**src/rtl/irqd_pkg.sv**
```systemverilog
package irqd_pkg;
  localparam int ID_W = 10;
  localparam logic [ID_W-1:0] NO_IRQ_ID = 10'd1023;

  // idle running priority: one above the least urgent level
  function automatic logic [7:0] idle_level(input int prio_w);
    return 8'(1 << prio_w);
  endfunction

  // strictly more urgent: lower number
  function automatic logic outranks(input logic [7:0] cand, input logic [7:0] run);
    return cand < run;
  endfunction
endpackage

```
**src/rtl/irqd_src_cell.sv**
```systemverilog
module irqd_src_cell (
  input  logic clk,
  input  logic rst_n,
  input  logic line_i,
  input  logic is_edge_i,
  input  logic is_msg_i,
  input  logic ack_hit_i,
  input  logic deact_hit_i,
  input  logic sw_set_i,
  output logic pending_o,
  output logic active_o
);
  logic prev_q, edge_pend_q, act_q;
  logic rise;

  assign rise = line_i & ~prev_q;

  always_ff @(posedge clk or negedge rst_n) begin
    if (!rst_n) begin
      prev_q      <= 1'b0;
      edge_pend_q <= 1'b0;
      act_q       <= 1'b0;
    end else begin
      prev_q <= line_i;
      // a new edge wins over an acknowledge in the same cycle
      if (rise)           edge_pend_q <= 1'b1;
      else if (ack_hit_i) edge_pend_q <= 1'b0;
      if (is_msg_i)                    act_q <= 1'b0;
      else if (ack_hit_i || sw_set_i)  act_q <= 1'b1;
      else if (deact_hit_i)            act_q <= 1'b0;
    end
  end

  assign pending_o = (is_edge_i | is_msg_i) ? edge_pend_q : line_i;
  assign active_o  = act_q;
endmodule

```
**src/rtl/irqd_arbiter.sv**
```systemverilog
module irqd_arbiter #(
  parameter int N      = 8,
  parameter int PRIO_W = 4
) (
  input  logic [N-1:0]        elig_i,
  input  logic [N*PRIO_W-1:0] prio_i,
  output logic                found_o,
  output logic [9:0]          win_id_o,
  output logic [PRIO_W-1:0]   win_prio_o
);
  always_comb begin
    found_o    = 1'b0;
    win_id_o   = irqd_pkg::NO_IRQ_ID;
    win_prio_o = '1;
    for (int i = 0; i < N; i++) begin
      // strict compare keeps the lowest ID on a tie
      if (elig_i[i] && (!found_o || prio_i[i*PRIO_W +: PRIO_W] < win_prio_o)) begin
        found_o    = 1'b1;
        win_id_o   = 10'(i);
        win_prio_o = prio_i[i*PRIO_W +: PRIO_W];
      end
    end
  end
endmodule

```
**src/rtl/irqd_prio_stack.sv**
```systemverilog
module irqd_prio_stack #(
  parameter int PRIO_W = 4,
  parameter int DEPTH  = 16
) (
  input  logic              clk,
  input  logic              rst_n,
  input  logic              push_i,
  input  logic [PRIO_W-1:0] push_prio_i,
  input  logic              pop_i,
  output logic [PRIO_W:0]   running_o,
  output logic [$clog2(DEPTH+1)-1:0] cnt_o
);
  localparam int AW = (DEPTH > 1) ? $clog2(DEPTH) : 1;
  localparam int CW = $clog2(DEPTH+1);
  localparam logic [PRIO_W:0] IDLE = (PRIO_W+1)'(1 << PRIO_W);

  logic [PRIO_W-1:0] stk_q [DEPTH];
  logic [CW-1:0]     cnt_q;
  logic [AW-1:0]     top_idx, push_idx;

  assign top_idx  = AW'(cnt_q - CW'(1));
  assign push_idx = AW'(cnt_q);

  always_ff @(posedge clk or negedge rst_n) begin
    if (!rst_n) begin
      cnt_q <= '0;
      for (int i = 0; i < DEPTH; i++) stk_q[i] <= '0;
    end else if (push_i) begin
      if (cnt_q < CW'(DEPTH)) begin
        stk_q[push_idx] <= push_prio_i;
        cnt_q           <= cnt_q + CW'(1);
      end
    end else if (pop_i && cnt_q != '0) begin
      cnt_q <= cnt_q - CW'(1);
    end
  end

  assign running_o = (cnt_q == '0) ? IDLE : {1'b0, stk_q[top_idx]};
  assign cnt_o     = cnt_q;
endmodule

```
**src/rtl/irq_distributor.sv**
```systemverilog
module irq_distributor #(
  parameter int N      = 8,
  parameter int PRIO_W = 4
) (
  input  logic                clk,
  input  logic                rst_n,
  input  logic [N-1:0]        src_line_i,
  input  logic [N-1:0]        src_edge_i,
  input  logic [N-1:0]        src_msg_i,
  input  logic [N*PRIO_W-1:0] src_prio_i,
  input  logic                split_eoi_i,
  input  logic                ack_i,
  input  logic                eoi_i,
  input  logic [9:0]          eoi_id_i,
  input  logic                deact_i,
  input  logic [9:0]          deact_id_i,
  input  logic                sw_act_set_i,
  input  logic [9:0]          sw_act_id_i,
  output logic                irq_o,
  output logic [9:0]          irq_id_o,
  output logic [PRIO_W:0]     running_prio_o
);
  localparam int DEPTH = 1 << PRIO_W;
  localparam int CW    = $clog2(DEPTH+1);

  // named internal events for the checker
  logic [N-1:0]      pend_vec, act_vec, elig_vec;
  logic [N-1:0]      ack_hit, deact_hit, sw_hit;
  logic              found, take, drop;
  logic [9:0]        win_id;
  logic [PRIO_W-1:0] win_prio;
  logic [CW-1:0]     stack_cnt;

  assign take = ack_i & found;
  assign drop = eoi_i & ~take;

  for (genvar i = 0; i < N; i++) begin : g_src
    assign ack_hit[i]   = take && (win_id == 10'(i));
    assign deact_hit[i] = (deact_i && deact_id_i == 10'(i)) ||
                          (eoi_i && !split_eoi_i && eoi_id_i == 10'(i));
    assign sw_hit[i]    = sw_act_set_i && (sw_act_id_i == 10'(i));
    assign elig_vec[i]  = pend_vec[i] & ~act_vec[i] &
                          irqd_pkg::outranks(8'(src_prio_i[i*PRIO_W +: PRIO_W]),
                                             8'(running_prio_o));

    irqd_src_cell u_cell (
      .clk         (clk),
      .rst_n       (rst_n),
      .line_i      (src_line_i[i]),
      .is_edge_i   (src_edge_i[i]),
      .is_msg_i    (src_msg_i[i]),
      .ack_hit_i   (ack_hit[i]),
      .deact_hit_i (deact_hit[i]),
      .sw_set_i    (sw_hit[i]),
      .pending_o   (pend_vec[i]),
      .active_o    (act_vec[i])
    );
  end

  irqd_arbiter #(.N(N), .PRIO_W(PRIO_W)) u_arb (
    .elig_i     (elig_vec),
    .prio_i     (src_prio_i),
    .found_o    (found),
    .win_id_o   (win_id),
    .win_prio_o (win_prio)
  );

  irqd_prio_stack #(.PRIO_W(PRIO_W), .DEPTH(DEPTH)) u_stack (
    .clk         (clk),
    .rst_n       (rst_n),
    .push_i      (take),
    .push_prio_i (win_prio),
    .pop_i       (drop),
    .running_o   (running_prio_o),
    .cnt_o       (stack_cnt)
  );

  assign irq_o    = found;
  assign irq_id_o = win_id;
endmodule

```
**config.mk**
```make
export PLATFORM = sky130hd
export DESIGN_NAME = irq_distributor
export DESIGN_NICKNAME = d
export VERILOG_FILES = /design/src/rtl/irqd_pkg.sv /design/src/rtl/irqd_src_cell.sv /design/src/rtl/irqd_arbiter.sv /design/src/rtl/irqd_prio_stack.sv /design/src/rtl/irq_distributor.sv
export SDC_FILE = /design/constraint.sdc
export NUM_CORES = 1
export LEC_CHECK = 0
export CAP_MARGIN = 20
export CORE_UTILIZATION = 59
export DETAILED_ROUTE_END_ITERATION = 8
export DONT_BUFFER_PORTS = 1
export HOLD_SLACK_MARGIN = 0.03
export PLACE_DENSITY = 0.8
export SLEW_MARGIN = 0
export SYNTH_ARGS = -nofsm -noshare
export SYNTH_HDL_FRONTEND = slang
export SYNTH_SLANG_ARGS = --single-unit
```
**constraint.sdc**
```tcl
create_clock -name clk -period 13.6 [get_ports clk]
set_input_delay 0.68 -clock clk [delete_from_list [all_inputs] [get_ports clk]]
set_output_delay 0.68 -clock clk [all_outputs]
set_load 0.05 [all_outputs]
```
==> results of run 1 <==
==> cells in the mapped netlist, types with 5 or more instances <==
library cell,n
o31ai_1,8
or2_2,7
and2_1,9
nand2_1,114
nor4_1,7
clkbuf_1,14
o22ai_1,6
and3_1,7
a21o_1,12
a22o_1,5
or3_1,12
inv_1,52
nand4_1,6
nor3_1,11
o21ai_0,76
mux2_2,23
a31oi_1,11
mux4_2,13
nand3_1,11
o211a_1,6
buf_4,8
dfrtp_1,93
o211ai_1,5
a21oi_1,35
nor2b_1,13
nor2_1,59
mux2i_1,27
ha_1,41
o21a_1,13
nand2b_1,16
buf_2,7
==> how the worst max path moves through the flow <==
| stage | slack (ps) | cells past startpoint | start | to |
|---|---|---|---|---|
| floorplan | 10 | 72 | u_stack.cnt_o[0]$_DFFE_PN0P_ | irq_id_o[1] |
| global placement | 110 | 67 | u_stack.cnt_o[0]$_DFFE_PN0P_ | irq_id_o[2] |
| detailed placement | -280 | 69 | u_stack.cnt_o[0]$_DFFE_PN0P_ | irq_id_o[2] |
| CTS | 5 | 70 | u_stack.cnt_o[1]$_DFFE_PN0P_ | irq_id_o[2] |
| global route | -660 | 70 | u_stack.cnt_o[1]$_DFFE_PN0P_ | irq_id_o[2] |
| finish | -240 | 69 | u_stack.cnt_o[1]$_DFFE_PN0P_ | irq_id_o[1] |
==> metal layers <==
layer / track usage, % / vias up / part of all wire, %
met3: 7.651 / 125 / 7.2
met2: 62.11 / 377 / 49
met1: 43.51 / 3384 / 37
met5: 0 / - / 0
met4: 23.77 / 0 / 6.5
li1: - / 3217 / -
==> what timing repair did <==
action	in CTS	in global routing
setup buffers	40	28
endpoints found under the setup margin	57	83
endpoints found under the hold margin	93	0
resized for setup	15	53
pin swaps	14	40
hold buffers	1	0
gates cloned	1	1
==> cell type report <==
class / count / share of cell area [%]
clock inverter: 6 / 0.6157
inverter: 53 / 2.267
tap: 168 / 2.351
clock buffer: 10 / 2.561
sequential: 93 / 26.04
multi-input combinational: 657 / 56.34
timing repair buffer: 100 / 9.824
==> through the flow <==
step	setup TNS, ps	util, %
final	-654.7	74.13
after global routing	-8775	74.13
after CTS	0	70.16
after detailed placement	-1557	64.33
after global placement	0	64.26
after floorplan	0	-
==> cell families (layout without fill, tap and decap cells) <==
| family | count (synthesis) | count (layout) | share of synthesized area (%) |
|---|---|---|---|
| flops | 93 | 93 | 31.72 |
| compound gates | 248 | 248 | 23.73 |
| fa+ha+maj | 42 | 42 | 7.129 |
| simple gates | 294 | 294 | 19.36 |
| mux | 65 | 65 | 11.72 |
| buf+inv | 87 | 169 | 5.390 |
| xor+xnor | 8 | 8 | 0.9550 |
==> flip-flops by register name (all words and copies together) (netlist names) <==
signal and flops:
u_stack.cnt_o 5, g_src.u_cell.prev_q 8, u_stack.stk_q 64, g_src.u_cell.edge_pend_q 8, g_src.u_cell.active_o 8
==> layout by cell type, fill, tap and decap left out, types with 7 or more instances in the layout <==
master	netlist	final
or3_1	12	12
nor3_1	11	11
o21a_1	13	13
nand2_1	114	112
nor2_1	59	54
clkbuf_16	0	10
o21ai_1	4	8
inv_1	52	44
a21o_1	12	11
a21oi_1	35	30
ha_1	41	28
dfrtp_1	93	92
mux4_2	13	13
ha_4	0	12
nand3_1	11	10
nand2b_1	16	15
mux2i_1	27	24
a31oi_1	11	11
nor2b_1	13	13
buf_4	8	89
inv_2	1	7
mux2_2	23	18
o21ai_0	76	69
and2_1	9	8
==> worst reg2reg max path, delay by kind of cell (launching register included) <==
family | cells | cell delay [ps]
AO/OA/AOI/OAI | 29 | 5030
adder cells (fa/ha/maj) | 9 | 2080
buffers and inverters | 9 | 1000
flip-flops | 1 | 410
multiplexers | 6 | 1920
AND/OR/NAND/NOR | 17 | 2850
==> summary.txt, run 1 <==
Route
  – 1st-iter DRT viols: 731
  – Post-route ant nets: 0
  – Drt pass-1 iters: 5
  – Via count: 7,103
  – DRC Markers: 0
  – Via-to-Cell Ratio: 6.534
  – DR WL/cell: 21.92 um
  – Detailed Route WL: 23,830 um

Clock tree
  – Worst-path clk slew: 70 ps
  – CTS max path bufs: 2
  – Clock root cell: clkbuf_16
  – CTS Sinks: 93
  – CTS tree: done
  – CTS Buf Count: 9
  – H-tree Lvls: 3
  – Worst skew pair latency: 360 ps

STA
  – Hold_ws: 213.7 ps
  – Final slew viol count: 0
  – Final worst setup slack: -235.7 ps
  – Min Tclk post-route: 13,840 ps
  – RSZ-0062 raised after global routing: yes
  – Achievable clock frequency: 72.28 MHz
  – Final hold vios: 0
  – Headroom to the max-slew limit: 37.65%
  – Clock skew: 9.818 ps
  – # setup viols final: 3
  – Final worst-path cycle share: 101.7%
  – Tightest Pin Transition: 942.9 ps

Floorplanning
  – Rows: 40
  – Starting Density: 60.82%
  – Total die area: 12,880 um2
  – I/O pin total: 109
  – Die Span Y: 113.5 um
  – Die Width: 113.5 um
  – Core Region: 12,060 um2

Flow run
  – Max_cap viols: 0

Yosys
  – Post-synth net total: 971
  – Sequential share of the synthesized area: 31.72%
  – Mapped Cells: 837
  – Post-synth top area cell: dfrtp_1
  – Synthesized flop and latch total: 93
  – Async SR Flop Fraction: 100.0%
  – Top-area cell type share of the netlist area: 31.72%
  – Area contributors post-synth: dfrtp_1, ha_1, nand2_1
  – Distinct cells, synth: 91
  – Post-synth EDFFs: 0
  – Top FF cell, synth: dfrtp_1
  – Area of the mapped netlist: 7336 um2
  – Syn avg cell area: 8.764 um2
  – Yosys warning count: 0

Layout
  – Layout cells sized above 1: 26.12%
  – Number of fillers in the final layout: 838
  – Final #Nets: 1,048
  – Synthesis-to-finish area growth: 21.88%
  – Sequential Area: 2328 um2
  – Fin cells: 1,087
  – Number of diodes: 0
  – Final instance area: 8941 um2
  – Multi-input gate area: 5037 um2

Setup path
  – R2R cell count: 70
  – Crit-path leading delay family: compound AO/OA/AOI/OAI gates
  – Worst setup SP type: flip-flop
  – CP dominant cell by count: ha_4
  – Critical Path RT: 12,920 ps
  – Crit path max fanout: 6
  – Crit path largest cell delay: 570 ps
  – Slowest CP cell: or4_4
  – R2R Path End: u_stack.stk_q[63]$_DFFE_PN0P_
  – Setup CP Type: reg2out
  – Critical path capture point type: output port
  – CP arrival: 13,160 ps
  – Flop-to-flop setup slack: 200 ps
  – Buf/Inv on CP: 9
  – R2r startpoint: u_stack.cnt_o[1]$_DFFE_PN0P_

Placement
  – IO Port Bufs: 0
  – HPWL Detailed: 16,700 um
  – Area post-placement: 7759 um2
  – Placer Congestion: 0.9546
  – Dpl cells: 1,004
  – Dpl ws: -280.3 ps

Global routing
  – Tot GR Track Use: 37.08%
  – Initial antenna violation count: 0
  – Largest net degree at the start of global routing: 94
  – Global-route wire length before repair: 36,870 um
  – Grt total ovfl: 0
  – Vias in the first global route: 7,106

Status
  – Failing checks: negative setup slack
  – Outcome: finished, violations left

Hold path
  – Worst hold path class: in2async
Power of run 1 is not shown: default switching activity piles up to over one toggle a cycle in this logic, so the estimate is an artifact.
==> inputs of run 2 (changes only) <==
--- a/config.mk
+++ b/config.mk
@@ -6,11 +6,11 @@
 export NUM_CORES = 1
 export LEC_CHECK = 0
 export CAP_MARGIN = 20
-export CORE_UTILIZATION = 59
+export CORE_UTILIZATION = 50
 export DETAILED_ROUTE_END_ITERATION = 8
 export DONT_BUFFER_PORTS = 1
 export HOLD_SLACK_MARGIN = 0.03
-export PLACE_DENSITY = 0.8
+export PLACE_DENSITY = 0.68
 export SLEW_MARGIN = 0
 export SYNTH_ARGS = -nofsm -noshare
 export SYNTH_HDL_FRONTEND = slang
==> summary.txt, run 2 (synthesis gave the netlist of run 1 again) <==
Global routing
  – Global-route wire length before repair: 35,220 um
  – Vias in the first global route: 6,760
  – Grt total ovfl: 0
  – Routing usage on met1: 35.22%
  – Initial antenna violation count: 0
  – M3 GR Usage: 6.827%
  – Most crowded layer after global routing: met2
  – GR Util met2: 54.16%
  – Tot GR Track Use: 30.78%
  – Largest net degree at the start of global routing: 94

Route
  – Detailed Route WL: 23,110 um
  – DR WL/cell: 21.40 um
  – Drt pass-1 iters: 7
  – 1st-iter DRT viols: 544
  – Post-route ant nets: 0
  – DRC Markers: 0
  – Via-to-Cell Ratio: 6.360
  – Via count: 6,869

Floorplanning
  – Rows: 43
  – I/O pin total: 109
  – Core Region: 14,100 um2
  – Die Span Y: 123.1 um
  – Die Width: 123.1 um
  – Total die area: 15,160 um2
  – Starting Density: 52.04%

Flow run
  – Max_cap viols: 0

Clock tree
  – Clock root cell: clkbuf_16
  – CTS tree: done
  – CTS max path bufs: 2
  – H-tree Lvls: 3
  – CTS Sinks: 93
  – Worst skew pair latency: 350 ps
  – CTS Buf Count: 9
  – Worst-path clk slew: 60 ps

Setup path
  – Worst setup SP type: flip-flop
  – CP arrival: 13,060 ps
  – Crit path max fanout: 7
  – Slowest CP cell: or4_4
  – Crit path largest cell delay: 440 ps
  – CP dominant cell by count: ha_4
  – Critical Path RT: 12,920 ps
  – R2R cell count: 73
  – Critical path capture point type: output port
  – Setup CP Type: reg2out

Status
  – Failing checks: negative setup slack
  – Outcome: finished, violations left

Placement
  – IO Port Bufs: 0
  – HPWL Detailed: 17,340 um
  – Dpl ws: -369.5 ps
  – Placer Congestion: 1.018

STA
  – Achievable clock frequency: 72.78 MHz
  – Final worst-path cycle share: 101.0%
  – Final slew viol count: 0
  – Clock skew: 8.230 ps
  – RSZ-0062 raised after global routing: yes
  – Hold_ws: 249.4 ps
  – Headroom to the max-slew limit: 37.51%
  – Tightest Pin Transition: 945.0 ps
  – Final worst setup slack: -140.6 ps
  – # setup viols final: 3
  – Final hold vios: 0
  – Min Tclk post-route: 13,740 ps

Layout
  – Synthesis-to-finish area growth: 19.70%
  – Top reg by flops: u_stack.stk_q
  – Layout cells sized above 1: 23.78%
  – Most common cell after layout, fill and taps aside: nand2_1
  – Most frequent cells in the layout: nand2_1, dfrtp_1, buf_4
  – Max reg flops: 64
  – Number of diodes: 0
  – Final #Nets: 1,030

Hold path
  – Worst hold path class: in2async
==> run 2: cell count changes in the layout (fill, tap and decap cells not counted), sizes merged <==
cell / delta
buf: -16
inv: -3
bufinv: +2
bufbuf: -1
clkbuf: -1
==> run 2: worst paths after layout <==
path                                                  start                                       to  slack, ps
max in group asynchronous                             rst_n            u_stack.stk_q[60]$_DFFE_PN0P_      13020
max reg2reg                    u_stack.cnt_o[1]$_DFFE_PN0P_            u_stack.stk_q[17]$_DFFE_PN0P_        210
min reg2reg                g_src[2].u_cell.prev_q$_DFF_PN0_  g_src[2].u_cell.edge_pend_q$_DFFE_PN0P_        430
max                            u_stack.cnt_o[1]$_DFFE_PN0P_                              irq_id_o[2]       -140
min                                                   rst_n            u_stack.stk_q[26]$_DFFE_PN0P_        250
min in group clk                              src_line_i[4]         g_src[4].u_cell.prev_q$_DFF_PN0_        350
==> run 2: per-stage QoR <==
stage,instances,area [um2],util (%),setup TNS (ps)
finish,1080,8781,62.29,-329.5
floorplan,837,7501,-,0
detailed placement,1018,7776,55.17,-11420
CTS,1057,8416,59.70,0
global placement,1018,7776,55.17,0
global route,1080,8781,62.29,-14660
==> run 2: metal layers <==
metal / wire length, um / up-vias
li1: - / 3177
met1: 9014 / 3375
met2: 11670 / 246
met3: 1368 / 71
met4: 1054 / 0
met5: 0 / -
==> run 2: critical path: cells and delay by family, from the launching register on <==
family	cells	cell delay, ps
adders and majority gates	9	2250
and+or+nand+nor	19	2980
DFF	1	420
muxes	5	1510
buffers and inverters	10	1080
AOI/OAI and AO/OA	28	4430
==> run 2: layout make-up <==
| cell class | count | area (um2) |
|---|---|---|
| Fill cell | 1202 | 5315 |
| Multi-Input combinational cell | 657 | 5026 |
| Sequential cell | 93 | 2327 |
| Timing Repair Buffer | 82 | 679.4 |
| Clock buffer | 10 | 239.0 |
| Tap cell | 180 | 225.2 |
| Inverter | 53 | 200.2 |
| Clock inverter | 5 | 83.83 |
==> run 2: repair_timing <==
action,CTS,global route
buffers inserted,23,23
endpoints found under the setup margin,58,81
hold buffers,1,0
hold endpoints to repair,93,0
pin swaps,17,15
resized for setup,20,55
Power of run 2 is left out for the same reason.
